<file path="src/rtl/bcd_rtc_pkg.sv">
package bcd_rtc_pkg;

  localparam int SEC_W = 7;
  localparam int MIN_W = 7;
  localparam int HR_W  = 6;
  localparam int DAY_W = 6;
  localparam int MON_W = 5;
  localparam int YR_W  = 8;
  localparam int NUM_FIELDS = 6;

  localparam logic [3:0] A_SEC  = 4'd0;
  localparam logic [3:0] A_MIN  = 4'd1;
  localparam logic [3:0] A_HR   = 4'd2;
  localparam logic [3:0] A_DAY  = 4'd3;
  localparam logic [3:0] A_MON  = 4'd4;
  localparam logic [3:0] A_YR   = 4'd5;
  localparam logic [3:0] A_CTRL = 4'd6;
  localparam logic [3:0] A_STAT = 4'd7;
  localparam logic [3:0] A_KEYA = 4'd8;
  localparam logic [3:0] A_KEYB = 4'd9;

  typedef struct packed {
    logic [YR_W-1:0]  yr;
    logic [MON_W-1:0] mon;
    logic [DAY_W-1:0] day;
    logic [HR_W-1:0]  hr;
    logic [MIN_W-1:0] mn;
    logic [SEC_W-1:0] sc;
  } rtc_time_t;

  typedef enum logic [1:0] {KG_LOCKED, KG_ARMED, KG_OPEN} kg_state_t;

  // next value of a two-digit BCD number (no wrap handling)
  function automatic logic [7:0] bcd_next(input logic [7:0] v);
    if (v[3:0] >= 4'd9) return {v[7:4] + 4'd1, 4'd0};
    return {v[7:4], v[3:0] + 4'd1};
  endfunction

  function automatic logic [6:0] bcd_bin(input logic [7:0] v);
    return 7'(v[7:4]) * 7'd10 + 7'(v[3:0]);
  endfunction

  function automatic logic leap_year(input logic [7:0] y);
    logic [6:0] b;
    b = bcd_bin(y);
    return (b[1:0] == 2'b00);
  endfunction

  // last day of a month, in BCD
  function automatic logic [DAY_W-1:0] month_len(input logic [MON_W-1:0] m,
                                                 input logic [YR_W-1:0] y);
    case (m)
      5'h02:                      return leap_year(y) ? 6'h29 : 6'h28;
      5'h04, 5'h06, 5'h09, 5'h11: return 6'h30;
      default:                    return 6'h31;
    endcase
  endfunction

  // one second forward with the full carry chain
  function automatic rtc_time_t time_step(input rtc_time_t t);
    rtc_time_t n;
    n = t;
    if (t.sc != 7'h59) begin
      n.sc = 7'(bcd_next(8'(t.sc)));
    end else begin
      n.sc = '0;
      if (t.mn != 7'h59) begin
        n.mn = 7'(bcd_next(8'(t.mn)));
      end else begin
        n.mn = '0;
        if (t.hr != 6'h23) begin
          n.hr = 6'(bcd_next(8'(t.hr)));
        end else begin
          n.hr = '0;
          if (t.day < month_len(t.mon, t.yr)) begin
            n.day = 6'(bcd_next(8'(t.day)));
          end else begin
            n.day = 6'h01;
            if (t.mon < 5'h12) begin
              n.mon = 5'(bcd_next(8'(t.mon)));
            end else begin
              n.mon = 5'h01;
              n.yr  = (t.yr == 8'h99) ? 8'h00 : bcd_next(t.yr);
            end
          end
        end
      end
    end
    return n;
  endfunction

endpackage

</file>
<file path="src/rtl/rtc_key_guard.sv">
module rtc_key_guard #(
  parameter int          KEY_W = 32,
  parameter logic [31:0] KEY_A = 32'h83E70B13,
  parameter logic [31:0] KEY_B = 32'h95A4F1C1
) (
  input  logic             clk,
  input  logic             rst_n,
  input  logic             ka_wr,
  input  logic             kb_wr,
  input  logic [KEY_W-1:0] key_data,
  output logic             is_open
);
  import bcd_rtc_pkg::*;

  kg_state_t state_q, state_d;
  logic ka_match, kb_match;

  assign ka_match = (key_data == KEY_W'(KEY_A));
  assign kb_match = (key_data == KEY_W'(KEY_B));

  always_comb begin
    state_d = state_q;
    if (ka_wr)      state_d = ka_match ? KG_ARMED : KG_LOCKED;
    else if (kb_wr) state_d = (kb_match && state_q == KG_ARMED) ? KG_OPEN : KG_LOCKED;
  end

  always_ff @(posedge clk) begin
    if (!rst_n) state_q <= KG_LOCKED;
    else        state_q <= state_d;
  end

  assign is_open = (state_q == KG_OPEN);

  // opening needs a correct second key right after an armed state
  assert_open_order_R2: assert property (@(posedge clk) disable iff (!rst_n)
    $rose(is_open) |-> $past(kb_wr && kb_match && state_q == KG_ARMED));

  // a mismatching key leaves the guard closed
  assert_bad_key_locks_R3: assert property (@(posedge clk) disable iff (!rst_n)
    ((ka_wr && !ka_match) || (kb_wr && !kb_match)) |=> !is_open);

endmodule

</file>
<file path="src/rtl/rtc_tick_sync.sv">
module rtc_tick_sync (
  input  logic clk,
  input  logic rst_n,
  input  logic tick_in,
  input  logic run,
  output logic busy
);
  logic tick_d;

  always_ff @(posedge clk) begin
    if (!rst_n) begin
      tick_d <= 1'b0;
      busy   <= 1'b0;
    end else begin
      tick_d <= tick_in;
      busy   <= tick_in && !tick_d && run;
    end
  end

  // busy never lasts two cycles
  assert_busy_single_R8: assert property (@(posedge clk) disable iff (!rst_n)
    busy |=> !busy);

  // busy only follows a cycle with run set
  assert_busy_needs_run_R5: assert property (@(posedge clk) disable iff (!rst_n)
    busy |-> $past(run));

endmodule

</file>
<file path="src/rtl/rtc_time_counter.sv">
module rtc_time_counter
  import bcd_rtc_pkg::*;
(
  input  logic                  clk,
  input  logic                  rst_n,
  input  logic                  advance,
  input  logic [NUM_FIELDS-1:0] ld_en,
  input  logic [7:0]            ld_data,
  output rtc_time_t             now
);

  rtc_time_t stepped;
  assign stepped = time_step(now);

  always_ff @(posedge clk) begin
    if (!rst_n) begin
      now     <= '0;
      now.day <= 6'h01;
      now.mon <= 5'h01;
    end else if (advance) begin
      now <= stepped;
    end else begin
      if (ld_en[0]) now.sc  <= ld_data[SEC_W-1:0];
      if (ld_en[1]) now.mn  <= ld_data[MIN_W-1:0];
      if (ld_en[2]) now.hr  <= ld_data[HR_W-1:0];
      if (ld_en[3]) now.day <= ld_data[DAY_W-1:0];
      if (ld_en[4]) now.mon <= ld_data[MON_W-1:0];
      if (ld_en[5]) now.yr  <= ld_data[YR_W-1:0];
    end
  end

  // seconds wrap at 59 and carry into minutes
  assert_sec_wrap_R6: assert property (@(posedge clk) disable iff (!rst_n)
    (advance && now.sc == 7'h59) |=> (now.sc == 7'h00));

  // year 99 at the end of December 31 23:59:59 wraps to 00
  assert_year_wrap_R7: assert property (@(posedge clk) disable iff (!rst_n)
    (advance && now.yr == 8'h99 && now.mon == 5'h12 && now.day == 6'h31 &&
     now.hr == 6'h23 && now.mn == 7'h59 && now.sc == 7'h59) |=>
    (now.yr == 8'h00 && now.mon == 5'h01 && now.day == 6'h01));

endmodule

</file>
<file path="src/rtl/bcd_rtc_core.sv">
module bcd_rtc_core #(
  parameter int          DATA_W = 32,
  parameter int          ADDR_W = 4,
  parameter logic [31:0] KEY_A  = 32'h83E70B13,
  parameter logic [31:0] KEY_B  = 32'h95A4F1C1
) (
  input  logic              clk,
  input  logic              rst_n,
  input  logic              tick_1hz,
  input  logic              wr_en,
  input  logic              rd_en,
  input  logic [ADDR_W-1:0] addr,
  input  logic [DATA_W-1:0] wdata,
  output logic [DATA_W-1:0] rdata,
  output logic              busy
);
  import bcd_rtc_pkg::*;

  logic                  wr_ok, wr_drop, unlocked, run_q, wr_err_q, cold;
  logic                  err_clear;
  logic [NUM_FIELDS-1:0] ld_en;
  logic [DATA_W-1:0]     rd_value;
  rtc_time_t             now;

  assign wr_ok     = wr_en && !busy;
  assign wr_drop   = wr_en && busy;
  assign err_clear = wr_ok && (addr == ADDR_W'(A_STAT)) && wdata[1];

  genvar gi;
  generate
    for (gi = 0; gi < NUM_FIELDS; gi++) begin : g_ld
      assign ld_en[gi] = wr_ok && unlocked && (addr == ADDR_W'(gi));
    end
  endgenerate

  rtc_key_guard #(.KEY_W(DATA_W), .KEY_A(KEY_A), .KEY_B(KEY_B)) u_guard (
    .clk      (clk),
    .rst_n    (rst_n),
    .ka_wr    (wr_ok && addr == ADDR_W'(A_KEYA)),
    .kb_wr    (wr_ok && addr == ADDR_W'(A_KEYB)),
    .key_data (wdata),
    .is_open  (unlocked)
  );

  rtc_tick_sync u_tick (
    .clk     (clk),
    .rst_n   (rst_n),
    .tick_in (tick_1hz),
    .run     (run_q),
    .busy    (busy)
  );

  rtc_time_counter u_time (
    .clk     (clk),
    .rst_n   (rst_n),
    .advance (busy),
    .ld_en   (ld_en),
    .ld_data (wdata[7:0]),
    .now     (now)
  );

  always_ff @(posedge clk) begin
    if (!rst_n) begin
      run_q    <= 1'b0;
      wr_err_q <= 1'b0;
    end else begin
      if (wr_ok && unlocked && addr == ADDR_W'(A_CTRL)) run_q <= wdata[0];
      if (wr_drop)        wr_err_q <= 1'b1;
      else if (err_clear) wr_err_q <= 1'b0;
    end
  end

  assign cold = (now.yr == '0);

  always_comb begin
    rd_value = '0;
    case (addr)
      ADDR_W'(A_SEC):  rd_value = DATA_W'(now.sc);
      ADDR_W'(A_MIN):  rd_value = DATA_W'(now.mn);
      ADDR_W'(A_HR):   rd_value = DATA_W'(now.hr);
      ADDR_W'(A_DAY):  rd_value = DATA_W'(now.day);
      ADDR_W'(A_MON):  rd_value = DATA_W'(now.mon);
      ADDR_W'(A_YR):   rd_value = DATA_W'(now.yr);
      ADDR_W'(A_CTRL): rd_value = DATA_W'(run_q);
      ADDR_W'(A_STAT): rd_value = DATA_W'({cold, unlocked, wr_err_q, busy});
      default:         rd_value = '0;
    endcase
  end

  always_ff @(posedge clk) begin
    if (!rst_n)     rdata <= '0;
    else if (rd_en) rdata <= rd_value;
  end

  // locked and not updating -> time does not move
  assert_locked_frozen_R2: assert property (@(posedge clk) disable iff (!rst_n)
    (!unlocked && !busy) |=> $stable(now));

  // a write during busy raises the error flag
  assert_drop_flags_R9: assert property (@(posedge clk) disable iff (!rst_n)
    (wr_en && busy) |=> wr_err_q);

  // the flag is sticky until cleared
  assert_err_sticky_R9: assert property (@(posedge clk) disable iff (!rst_n)
    (wr_err_q && !(wr_en && !busy && addr == ADDR_W'(A_STAT) && wdata[1])) |=> wr_err_q);

  // read data holds without a read strobe
  assert_rdata_hold_R10: assert property (@(posedge clk) disable iff (!rst_n)
    !rd_en |=> $stable(rdata));

endmodule

</file>
<file path="config.mk">
export PLATFORM = sky130hd
export DESIGN_NAME = bcd_rtc_core
export DESIGN_NICKNAME = d
export VERILOG_FILES = /design/src/rtl/bcd_rtc_pkg.sv /design/src/rtl/rtc_key_guard.sv /design/src/rtl/rtc_tick_sync.sv /design/src/rtl/rtc_time_counter.sv /design/src/rtl/bcd_rtc_core.sv
export SDC_FILE = /design/constraint.sdc
export NUM_CORES = 1
export LEC_CHECK = 0
export ABC_AREA = 1
export BUFFER_PORTS_ARGS = -buffer_cell sky130_fd_sc_hd__buf_4
export CORE_ASPECT_RATIO = 0.5
export CORE_UTILIZATION = 52
export DETAILED_ROUTE_END_ITERATION = 8
export PLACE_DENSITY = 0.78
export SLEW_MARGIN = 15
export SYNTH_ARGS = -nofsm -noshare
export SYNTH_HDL_FRONTEND = slang
export SYNTH_SLANG_ARGS = --single-unit
</file>
<file path="constraint.sdc">
create_clock -name clk -period 2.1 [get_ports clk]
set_clock_uncertainty 0.05 [all_clocks]
set_input_delay 0.105 -clock clk [delete_from_list [all_inputs] [get_ports clk]]
set_output_delay 0.105 -clock clk [all_outputs]
set_load 0.005 [all_outputs]
</file>
==> results of run 1 <==
synth_stat cells, drive strengths merged:
cell	instances	area, um2
ha	31	388
xnor2	4	35.0
clkinv	2	17.5
o221ai	3	26.3
dfxtp	53	1060
nor4	3	18.8
o2111ai	2	17.5
buf	31	235
conb	1	3.75
o22ai	10	62.6
o31ai	5	51.3
a21oi	36	199
nand3	25	163
a211oi	3	35.0
or2	1	6.26
inv	83	314
nor3b	2	20.0
o211ai	4	30.0
nand2	122	532
a31oi	14	87.6
o21ai	52	290
xor2	9	78.8
and3	2	12.5
nand4	13	96.3
nor3	10	50.1
clkbuf	4	15.0
nor2	63	313
per-stage QoR:
step	power, W	area (um2)
global route	0.00212	4880
finish	0.00206	4880
global placement	0.00121	4620
CTS	0.00205	4810
floorplan	0.00115	4270
detailed placement	0.00122	4620
area by class of cell:
cell class                      count  share of cell area (%)
Clock buffer                        7                    2.92
Timing Repair Buffer               67                    10.4
Inverter                           85                    6.90
Multi-Input combinational cell    439                    55.1
Tap cell                          108                    2.77
Sequential cell                    53                    21.9
power by group:
group	switching [W]	internal, W
clock network	0.000386	0.000470
logic	0.000121	0.0000765
registers	0.00000106	0.00100
repair_timing:
item | in CTS | in global routing
gates cloned | 1 | 0
resized for setup | 3 | 17
hold buffers | 1 | 0
endpoints found under the setup margin | 19 | 19
hold endpoints to repair | 1 | 0
pin swaps | 3 | 6
buffers inserted | 2 | 2
per-layer routing:
metal	up-vias	wire length [um]	track usage [%]
met5	-	0	0
met4	0	170	7.35
met3	18	921	8.14
met2	155	5140	43.0
met1	1919	5450	38.2
li1	2023	-	-
cells in the final DEF (no fill, tap or decap), drive strengths merged, types with 3 or more instances in the layout:
cell and count:
a21oi 36, inv 83, dfxtp 53, nand2 123, conb 24, ha 31, xnor2 4, o221ai 3
buf 66, o21ai 52, nor3 10, nand4 13, a211oi 3, o22ai 10, clkbuf 7, a31oi 14
nand3 25, xor2 9, nor4 3, o211ai 4, nor2 63, o31ai 5
worst paths after layout:
path	start	end	slack, ns
worst min register to register	u_tick.tick_d$_SDFF_PN0_	u_tick.busy$_SDFF_PN0_	0.35
worst max register to register	u_time.now[26]$_SDFFE_PN1P_	u_time.now[25]$_SDFFE_PN0P_	-0.04
worst max-delay path	u_time.now[26]$_SDFFE_PN1P_	u_time.now[25]$_SDFFE_PN0P_	-0.04
worst min-delay path	wr_en	wr_err_q$_SDFFE_PN0P_	0.02
worst register-to-register path, stage by stage (launching register included):
cell and delay [ns]:
dfxtp_4 0.35, inv_4 0.05, ha_4 0.14, nand2_4 0.05, nor2_4 0.11, inv_2 0.06, ha_4 0.21, a21oi_2 0.14
nor2_2 0.07, a211oi_4 0.24, buf_6 0.15, nand2_8 0.08, o21ai_4 0.18, nand2_1 0.07, nand2_1 0.06, nor2_1 0.04
sequential cells by signal (all words and copies together) (netlist names):
register / flops
wr_err_q: 1
u_tick.busy: 1
run_q: 1
u_guard.state_q: 2
u_time.now: 39
u_tick.tick_d: 1
rdata: 8
cells by family after synthesis:
logic type                 after synthesis  synth area share [%]
xor gates and xnor gates                13                  2.74
adders and majority gates               31                  9.33
other                                    1                0.0902
AOI/OAI and AO/OA                      129                  19.2
buffers and inverters                  120                  14.0
DFF                                     53                  25.5
and+or+nand+nor                        241                  29.1
==> flow_summary_export.csv, run 1 <==
group,metric,value,unit
sta,finalSetupTns,-0.138,ns
global_routing,gr-usage-all-layers,28.0,%
worst_setup_path,r2r_cells,15,
worst_setup_path,crit_path_start_kind,"register",
worst_setup_path,cpLargestDelayFamily,"compound AO/OA/AOI/OAI gates",
floorplan,num_rows,22,
hold_path,min_path_type,"in -> reg",
clock_tree,cts_tree,"yes",
global_routing,grt_pass1_wl,17800,um
sta,fin_crit_sh,102,%
layout,drive_gt1_share,23.0,%
placement,gp_congestion,0.932,
global_routing,grt_antenna_before_repair,0,
status,outcome,"complete, but fails checks",
worst_setup_path,cp_max_fo,5,
worst_setup_path,critPathSlowestCell,"dfxtp_4",
sta,tightest_slew,0.674,ns
drt,first_pass_iters,5,
clock_tree,insertion_delay,0.31,ns
global_routing,grt_overflow,0,
synthesis,ys_ff_latch,53,
floorplan,die_w,128,um
layout,instances_no_fill,759,
placement,dpl.cell_count,746,
placement,dpl_worst_slack,-0.103,ns
hold_path,whs_path_depth,3,
synthesis,syn_inst,588,
drt,drt_wl_total,11700,um
pwr,p_per_area,422,nW/um2
global_routing,grt_max_degree,22,
worst_setup_path,end_kind,"register",
drt,drt_iter0_drc,394,
drt,vias_per_cell,5.42,
sta,setup-violations-final,9,
worst_setup_path,cp_slowest_stage_delay,0.35,ns
worst_setup_path,worstPathArrival,2.29,ns
floorplan,fp.dieArea,8380,um2
placement,numPortBuffers,49,
global_routing,grt_pass1_vias,3531,
drt,route.detailed.drc,0,
synthesis,yosysSeqAreaShare,25.5,%
layout,regArea,1070,um2
drt,via_count,4115,
drt,ant_nets,0,
floorplan,initial_core_util,55.1,%
floorplan,io_pins,74,
floorplan,die_h,65.2,um
synthesis,yosys_warnings,0,
sta,rsz0062_at_grt,"yes",
layout,n_fill_cell,654,
sta,layout_setup_ws,-0.0450,ns
sta,maxSlewViolCount,0,
layout,multi_input_area,2690,um2
sta,period_needed,2.14,ns
clock_tree,ctsRootBufferMaster,"clkbuf_16",
clock_tree,clk_pin_slew_worst_paths,0.07,ns
layout,fin_util,64.7,%
sta,slew_headroom,55.0,%
worst_setup_path,path_cells,"inv_4 > ha_4 > nand2_4 > nor2_4 > inv_2 > ha_4 > a21oi_2 > nor2_2 > a211oi_4 > buf_6 > nand2_8 > o21ai_4 > nand2_1 > nand2_1 > nor2_1",
sta,fmaxAchievable,466,MHz
drt,wl_per_cell,15.4,um
placement,dp_hpwl,8790,um
synthesis,synthesis.area,4160,um2
floorplan,core,7540,um2
layout,antennaDiodeCount,0,
status,violations,"setup timing",
pwr,ir_worst_vdd,0.334,mV
clock_tree,cts-htree-levels,2,
clock_tree,cts_made_buffers,5,
worst_setup_path,cp.required,2.25,ns
layout,layout.nets,723,
pwr,p_leak,2.15,nW
clock_tree,clk_path_buf_depth,2,
worst_setup_path,path_buf_inv,3,
job,maxCapViolCount,0,
synthesis,avgSynthCellArea,7.07,um2
sta,fin_hold_ws,0.0243,ns
clock_tree,clock-sinks,53,
sta,finalHoldViolations,0,
synthesis,synth_cell_type_count,48,
layout,area_growth,17.3,%
worst_setup_path,path_depth,15,
worst_setup_path,worst-setup-path-type,"reg -> reg",
No activity file was read; power rests on OpenSTA's default activity.
==> run 2: changes to the inputs <==
PLACE_DENSITY = 0.79   (was 0.78)
==> run 2 against run 1 <==
The flow now finishes without violations. Sequential share of layout area rose by 0.21 points. Critical path depth stayed put. Combinational power barely moved. Total power is 1.2% lower. Wire length shrank 3.4%. First-iteration DRC count grew 12%. Worst setup slack gained 0.11 ns. Die area did not move. Count of clock-buffer cells in the layout is the same. Sequential power about the same. Hold slack improved by 0.019 ns. Via count hardly changed.
==> flow_summary_export.csv, run 2 (synthesis gave the netlist of run 1 again) <==
group,metric,value,unit
worst_setup_path,end_kind,"register",
job,maxCapViolCount,0,
sta,fin_crit_sh,97.0,%
pwr,p_leak,2.13,nW
layout,fin_area,4830,um2
clock_tree,clock-sinks,53,
layout,largest_register_ffs,39,
drt,first_pass_iters,5,
sta,maxSlewViolCount,0,
global_routing,grt_overflow,0,
layout,antennaDiodeCount,0,
layout,reg_top3,"u_time.now: 39 flops, rdata: 8 flops, u_guard.state_q: 2 flops",
sta,slew_headroom,50.6,%
clock_tree,ctsRootBufferMaster,"clkbuf_16",
drt,drt_wl_total,11300,um
layout,regArea,1070,um2
worst_setup_path,cp_slowest_stage_delay,0.35,ns
layout,area_growth,16.2,%
pwr,p_per_area,421,nW/um2
sta,tightest_slew,0.740,ns
worst_setup_path,path_buf_inv,3,
clock_tree,cts_tree,"yes",
clock_tree,insertion_delay,0.29,ns
layout,layout.nets,719,
floorplan,die_w,128,um
drt,route.detailed.drc,0,
drt,drt_iter0_drc,441,
floorplan,num_rows,22,
worst_setup_path,timing.rr.end,"u_time.now[24]$_SDFFE_PN0P_",
layout,final_cell_mix,"nand2_1 (102), inv_1 (68), buf_4 (61)",
hold_path,min_path_type,"in -> reg",
layout,fin_util,64.1,%
placement,dp_hpwl,8620,um
status,outcome,"finished, final reports clean",
global_routing,grt_pass1_wl,18100,um
layout,multi_input_area,2670,um2
worst_setup_path,reg2reg_slack,0.06,ns
sta,fmaxAchievable,491,MHz
global_routing,grt_antenna_before_repair,0,
floorplan,initial_core_util,55.1,%
sta,setup-violations-final,0,
drt,ant_nets,0,
worst_setup_path,r2r_cells,15,
global_routing,gr-usage-all-layers,28.3,%
hold_path,whs_endpoint,"wr_err_q$_SDFFE_PN0P_",
pwr,ir_worst_vdd,0.294,mV
placement,dpl_worst_slack,-0.0973,ns
clock_tree,cts-htree-levels,2,
worst_setup_path,reg2reg_from,"u_time.now[26]$_SDFFE_PN1P_",
floorplan,io_pins,74,
hold_path,min_from,"wr_en",
sta,fin_hold_ws,0.0432,ns
worst_setup_path,cp_max_fo,5,
hold_path,whs_path_depth,3,
clock_tree,clk_pin_slew_worst_paths,0.07,ns
drt,via_count,4119,
sta,rsz0062_at_grt,"yes",
drt,vias_per_cell,5.46,
layout,top_register,"u_time.now",
sta,finalSetupTns,0,ns
sta,layout_setup_ws,0.0623,ns
placement,numPortBuffers,49,
worst_setup_path,cpLargestDelayFamily,"simple AND/OR/NAND/NOR gates",
floorplan,die_h,65.2,um
worst_setup_path,worst-setup-path-type,"reg -> reg",
worst_setup_path,path_cells,"inv_4 > ha_4 > nand2_4 > nor2_4 > inv_2 > ha_4 > a21oi_2 > nor2_2 > a211oi_4 > buf_6 > nand2_8 > o21ai_4 > nand2_1 > nand2_1 > nor2_1",
layout,drive_gt1_share,21.8,%
worst_setup_path,startpoint,"u_time.now[26]$_SDFFE_PN1P_",
worst_setup_path,crit_path_start_kind,"register",
sta,period_needed,2.04,ns
placement,gp_congestion,0.933,
global_routing,grt_pass1_vias,3680,
worst_setup_path,cp.required,2.25,ns
floorplan,core,7540,um2
sta,finalHoldViolations,0,
worst_setup_path,worstPathArrival,2.18,ns
floorplan,fp.dieArea,8380,um2
clock_tree,cts_made_buffers,5,
worst_setup_path,critPathSlowestCell,"dfxtp_4",
clock_tree,clk_path_buf_depth,2,
placement,place_area,4610,um2
layout,n_fill_cell,648,
drt,wl_per_cell,15.0,um
layout,final_common_cell,"nand2_1",
global_routing,grt_max_degree,37,
[run 2: worst max path at each step]
stage | end | cells past startpoint
floorplan | u_time.now[24]$_SDFFE_PN0P_ | 14
global placement | u_time.now[25]$_SDFFE_PN0P_ | 14
detailed placement | u_time.now[24]$_SDFFE_PN0P_ | 14
CTS | u_time.now[24]$_SDFFE_PN0P_ | 15
global route | u_time.now[24]$_SDFFE_PN0P_ | 15
finish | u_time.now[24]$_SDFFE_PN0P_ | 15
[run 2: tightest hold or removal path: cells and delay by family]
kind	cells	cell delay, ns
buffers and inverters	1	0.11
AND/OR/NAND/NOR	1	0.06
AO/OA/AOI/OAI	1	0.06
[run 2: final cells by class]
class	instances	area share, %
clock buffers	7	2.95
well taps	108	2.80
repair buffers	63	9.91
flip-flops and latches	53	22.1
inverters	85	6.96
multi-input cells	439	55.3
[run 2: timing repair]
item,in CTS,in global routing
pin swaps,3,2
endpoints found under the hold margin,1,0
gates cloned,1,0
gates resized for setup,1,16
buffers inserted,1,1
setup endpoints to repair,19,19
hold buffers,1,0
[run 2: per-layer routing]
metal	vias up	part of all wire, %	global-route usage [%]
met1	1892	45	37.9
li1	2014	-	-
met3	15	10	6.92
met5	-	0	0
met2	198	44	45.9
met4	0	1.3	6.47
[run 2: stage by stage]
step / total power, W / std cells
finish: 0.00203 / 755
global placement: 0.00121 / 745
detailed placement: 0.00122 / 745
floorplan: 0.00115 / 611
CTS: 0.00204 / 755
global route: 0.00210 / 755
[run 2: power by group]
| group | switching [W] | leakage, nW | internal [W] | total, W |
|---|---|---|---|---|
| sequential | 0.00000114 | 0.428 | 0.00100 | 0.00101 |
| clock | 0.000363 | 0.0700 | 0.000469 | 0.000833 |
| combinational | 0.000118 | 1.63 | 0.0000765 | 0.000195 |
==> run 3: changes to the inputs <==
SYNTH_HIERARCHICAL = 1   (was default)
==> run 3 against run 2 <==
Non-clock buffer count rose by 10. Synthesized cell count rose by 16%. Hold slack got worse by 0.023 ns. Worst setup slack got worse by 0.056 ns. Critical path type unchanged. Sequential power barely moved.
==> flow_summary_export.csv, run 3 <==
group,metric,value,unit
status,outcome,"finished, final reports clean",
worst_setup_path,path_cells,"inv_2 > ha_4 > nand2_2 > nor2_4 > inv_1 > ha_2 > a21oi_2 > nor2_2 > nor2_4 > buf_6 > nand2_8 > nand3_2 > nand2_1 > nand2_1 > nor2_1",
sta,finalHoldViolations,0,
worst_setup_path,end_kind,"register",
clock_tree,cts_tree,"yes",
worst_setup_path,critPathSlowestCell,"dfxtp_2",
clock_tree,cts-htree-levels,2,
worst_setup_path,cp_max_fo,5,
drt,via_count,4717,
pwr,p_per_area,412,nW/um2
sta,fmaxAchievable,478,MHz
sta,period_needed,2.09,ns
sta,slew_headroom,62.3,%
synthesis,ys_ff_latch,53,
synthesis,ys_async_sr_fraction,0,%
synthesis,synthesis.area,4230,um2
drt,vias_per_cell,5.46,
floorplan,io_pins,74,
synthesis,synth_edf_count,0,
placement,numPortBuffers,49,
clock_tree,insertion_delay,0.31,ns
synthesis,avgSynthCellArea,6.20,um2
worst_setup_path,worst-setup-path-type,"reg -> reg",
layout,drive_gt1_share,17.1,%
layout,layout.nets,825,
synthesis,syn_inst,682,
worst_setup_path,cp_slowest_stage_delay,0.34,ns
layout,final_cell_mix,"nand2_1 (178), nor2_1 (94), inv_1 (80)",
layout,fin_util,66.5,%
layout,top_register,"u_time/now",
floorplan,die_w,130,um
floorplan,fp.dieArea,8520,um2
clock_tree,clk_path_buf_depth,2,
floorplan,die_h,65.8,um
hold_path,min_path_type,"in -> reg",
sta,setup-violations-final,0,
global_routing,grt_overflow,0,
pwr,seqPwrFrac,48.4,%
clock_tree,clk_pin_slew_worst_paths,0.07,ns
sta,layout_setup_ws,0.00619,ns
layout,area_growth,19.3,%
pwr,p_leak,2.33,nW
layout,reg_top3,"u_time/now: 39 flops, rdata: 8 flops, u_guard/state_q: 2 flops",
global_routing,grt_max_degree,33,
drt,ant_nets,0,
layout,final_common_cell,"nand2_1",
synthesis,synth_cell_type_count,39,
sta,maxSlewViolCount,0,
placement,gp_congestion,0.949,
worst_setup_path,worstPathArrival,2.24,ns
placement,place_area,4710,um2
synthesis,yosys_warnings,6,
layout,antennaDiodeCount,0,
placement,dpl_worst_slack,0.00959,ns
sta,fin_crit_sh,99.7,%
global_routing,grt_pass1_vias,3946,
layout,largest_register_ffs,39,
synthesis,synth_top_area_cell,"dfxtp_1",
worst_setup_path,crit_path_start_kind,"register",
placement,dp_hpwl,9080,um
pwr,internal_power,0.00154,W
layout,fin_area,5050,um2
floorplan,core,7600,um2
pwr,comb_power_share,10.5,%
pwr,ir_worst_vdd,0.325,mV
pwr,netSwitchingFraction,26.2,%
sta,tightest_slew,0.565,ns
synthesis,netlist.area_leader.share,25.1,%
clock_tree,cts_made_buffers,5,
global_routing,grt_antenna_before_repair,0,
clock_tree,ctsRootBufferMaster,"clkbuf_16",
synthesis,yosys-top-cells-count,"nand2_1 (182), nor2_1 (96), inv_1 (82)",
synthesis,yosys.cell_count.top_type,"nand2_1",
worst_setup_path,cp.required,2.25,ns
pwr,power_switching,0.000545,W
drt,drt_wl_total,12900,um
clock_tree,clock-sinks,53,
floorplan,initial_core_util,55.7,%
synthesis,synthTopCellsByArea,"dfxtp_1 (25%), nand2_1 (16%), ha_1 (8.6%)",
synthesis,synth_ff_type,"dfxtp_1",
global_routing,gr-usage-all-layers,29.8,%
synthesis,yosysSeqAreaShare,25.1,%
drt,route.detailed.drc,0,
job,maxCapViolCount,0,
drt,first_pass_iters,6,
drt,wl_per_cell,14.9,um
pwr,clkPwrFrac,41.1,%
drt,drt_iter0_drc,674,
global_routing,grt_pass1_wl,19200,um
floorplan,num_rows,22,
## run 3: cell count changes after synthesis, sizes merged, moves of 5 or more
cell   change
nand4      -6
o22ai     -10
nand3     +25
o21ai     -16
nor2      +42
a21oi      +5
nand2     +65
o31ai      -5
inv        +5
## run 3: routing by layer
layer / vias up / wire [um] / track usage (%)
met5: - / 45 / 0
met4: 2 / 419 / 10.3
met3: 49 / 1820 / 8.50
met2: 316 / 5260 / 45.6
met1: 2076 / 5360 / 40.0
li1: 2274 / - / -
## run 3: layout make-up
cell class,instances,area (um2)
clock buffer,5,125
clock inverter,3,21.3
fill,668,2550
inverter,89,334
multi-input combinational,533,2810
sequential,53,1060
tap,108,135
timing repair buffer,73,557
## run 3: worst max-delay path, delay by kind of cell (launching register included)
family                   cells  cell delay, ns
AO/OA/AOI/OAI                1            0.14
adder cells (fa/ha/maj)      2            0.31
buffers and inverters        3            0.29
flip-flops                   1            0.34
AND/OR/NAND/NOR              9            0.84
## run 3: path summary, 6_finish.rpt
path / slack, ns / start / to / cells past startpoint
worst max-delay path: 0.006 / u_time/now[26]$_SDFFE_PN1P_ / u_time/now[30]$_SDFFE_PN0P_ / 15
worst max register to register: 0.006 / u_time/now[26]$_SDFFE_PN1P_ / u_time/now[30]$_SDFFE_PN0P_ / 15
worst min register to register: 0.41 / u_tick/tick_d$_SDFF_PN0_ / u_tick/busy$_SDFF_PN0_ / 3
worst min-delay path: 0.02 / wr_en / wr_err_q$_SDFFE_PN0P_ / 3
## run 3: cell families (layout without fill, tap and decap cells)
family                   Yosys count  after routing  share of synthesized area [%]
adder cells (fa/ha/maj)           29             29                           8.57
AND/OR/NAND/NOR                  370            373                           38.0
XOR/XNOR                          11             11                           2.28
buffers and inverters            122            170                           13.5
AO/OA/AOI/OAI                     96             96                           12.5
flip-flops                        53             53                           25.1
other                              1             24                         0.0886
## run 3: power groups by stage
stage               registers [W]  logic, W  clock network, W
floorplan                 0.00103  0.000129                 0
global placement          0.00103  0.000205                 0
detailed placement        0.00103  0.000206                 0
CTS                       0.00101  0.000210          0.000856
global route              0.00101  0.000237          0.000893
finish                    0.00101  0.000218          0.000855
## run 3: repair_timing
item	in CTS	in global routing
setup endpoints to repair	8	18
hold endpoints to repair	2	0
gates cloned	1	2
hold buffers	2	0
buffers inserted	0	6
pin swaps	1	8
resized for setup	1	25
## run 3: metrics by stage
step	cells	total power, W	hold WS [ns]	TNS [ns]
after global routing	864	0.00214	0.0537	-0.158
after CTS	856	0.00207	0.0191	0
final	864	0.00208	0.0207	0
after global placement	845	0.00124	0.257	0
after detailed placement	845	0.00124	0.266	0
after floorplan	705	0.00116	0.167	0
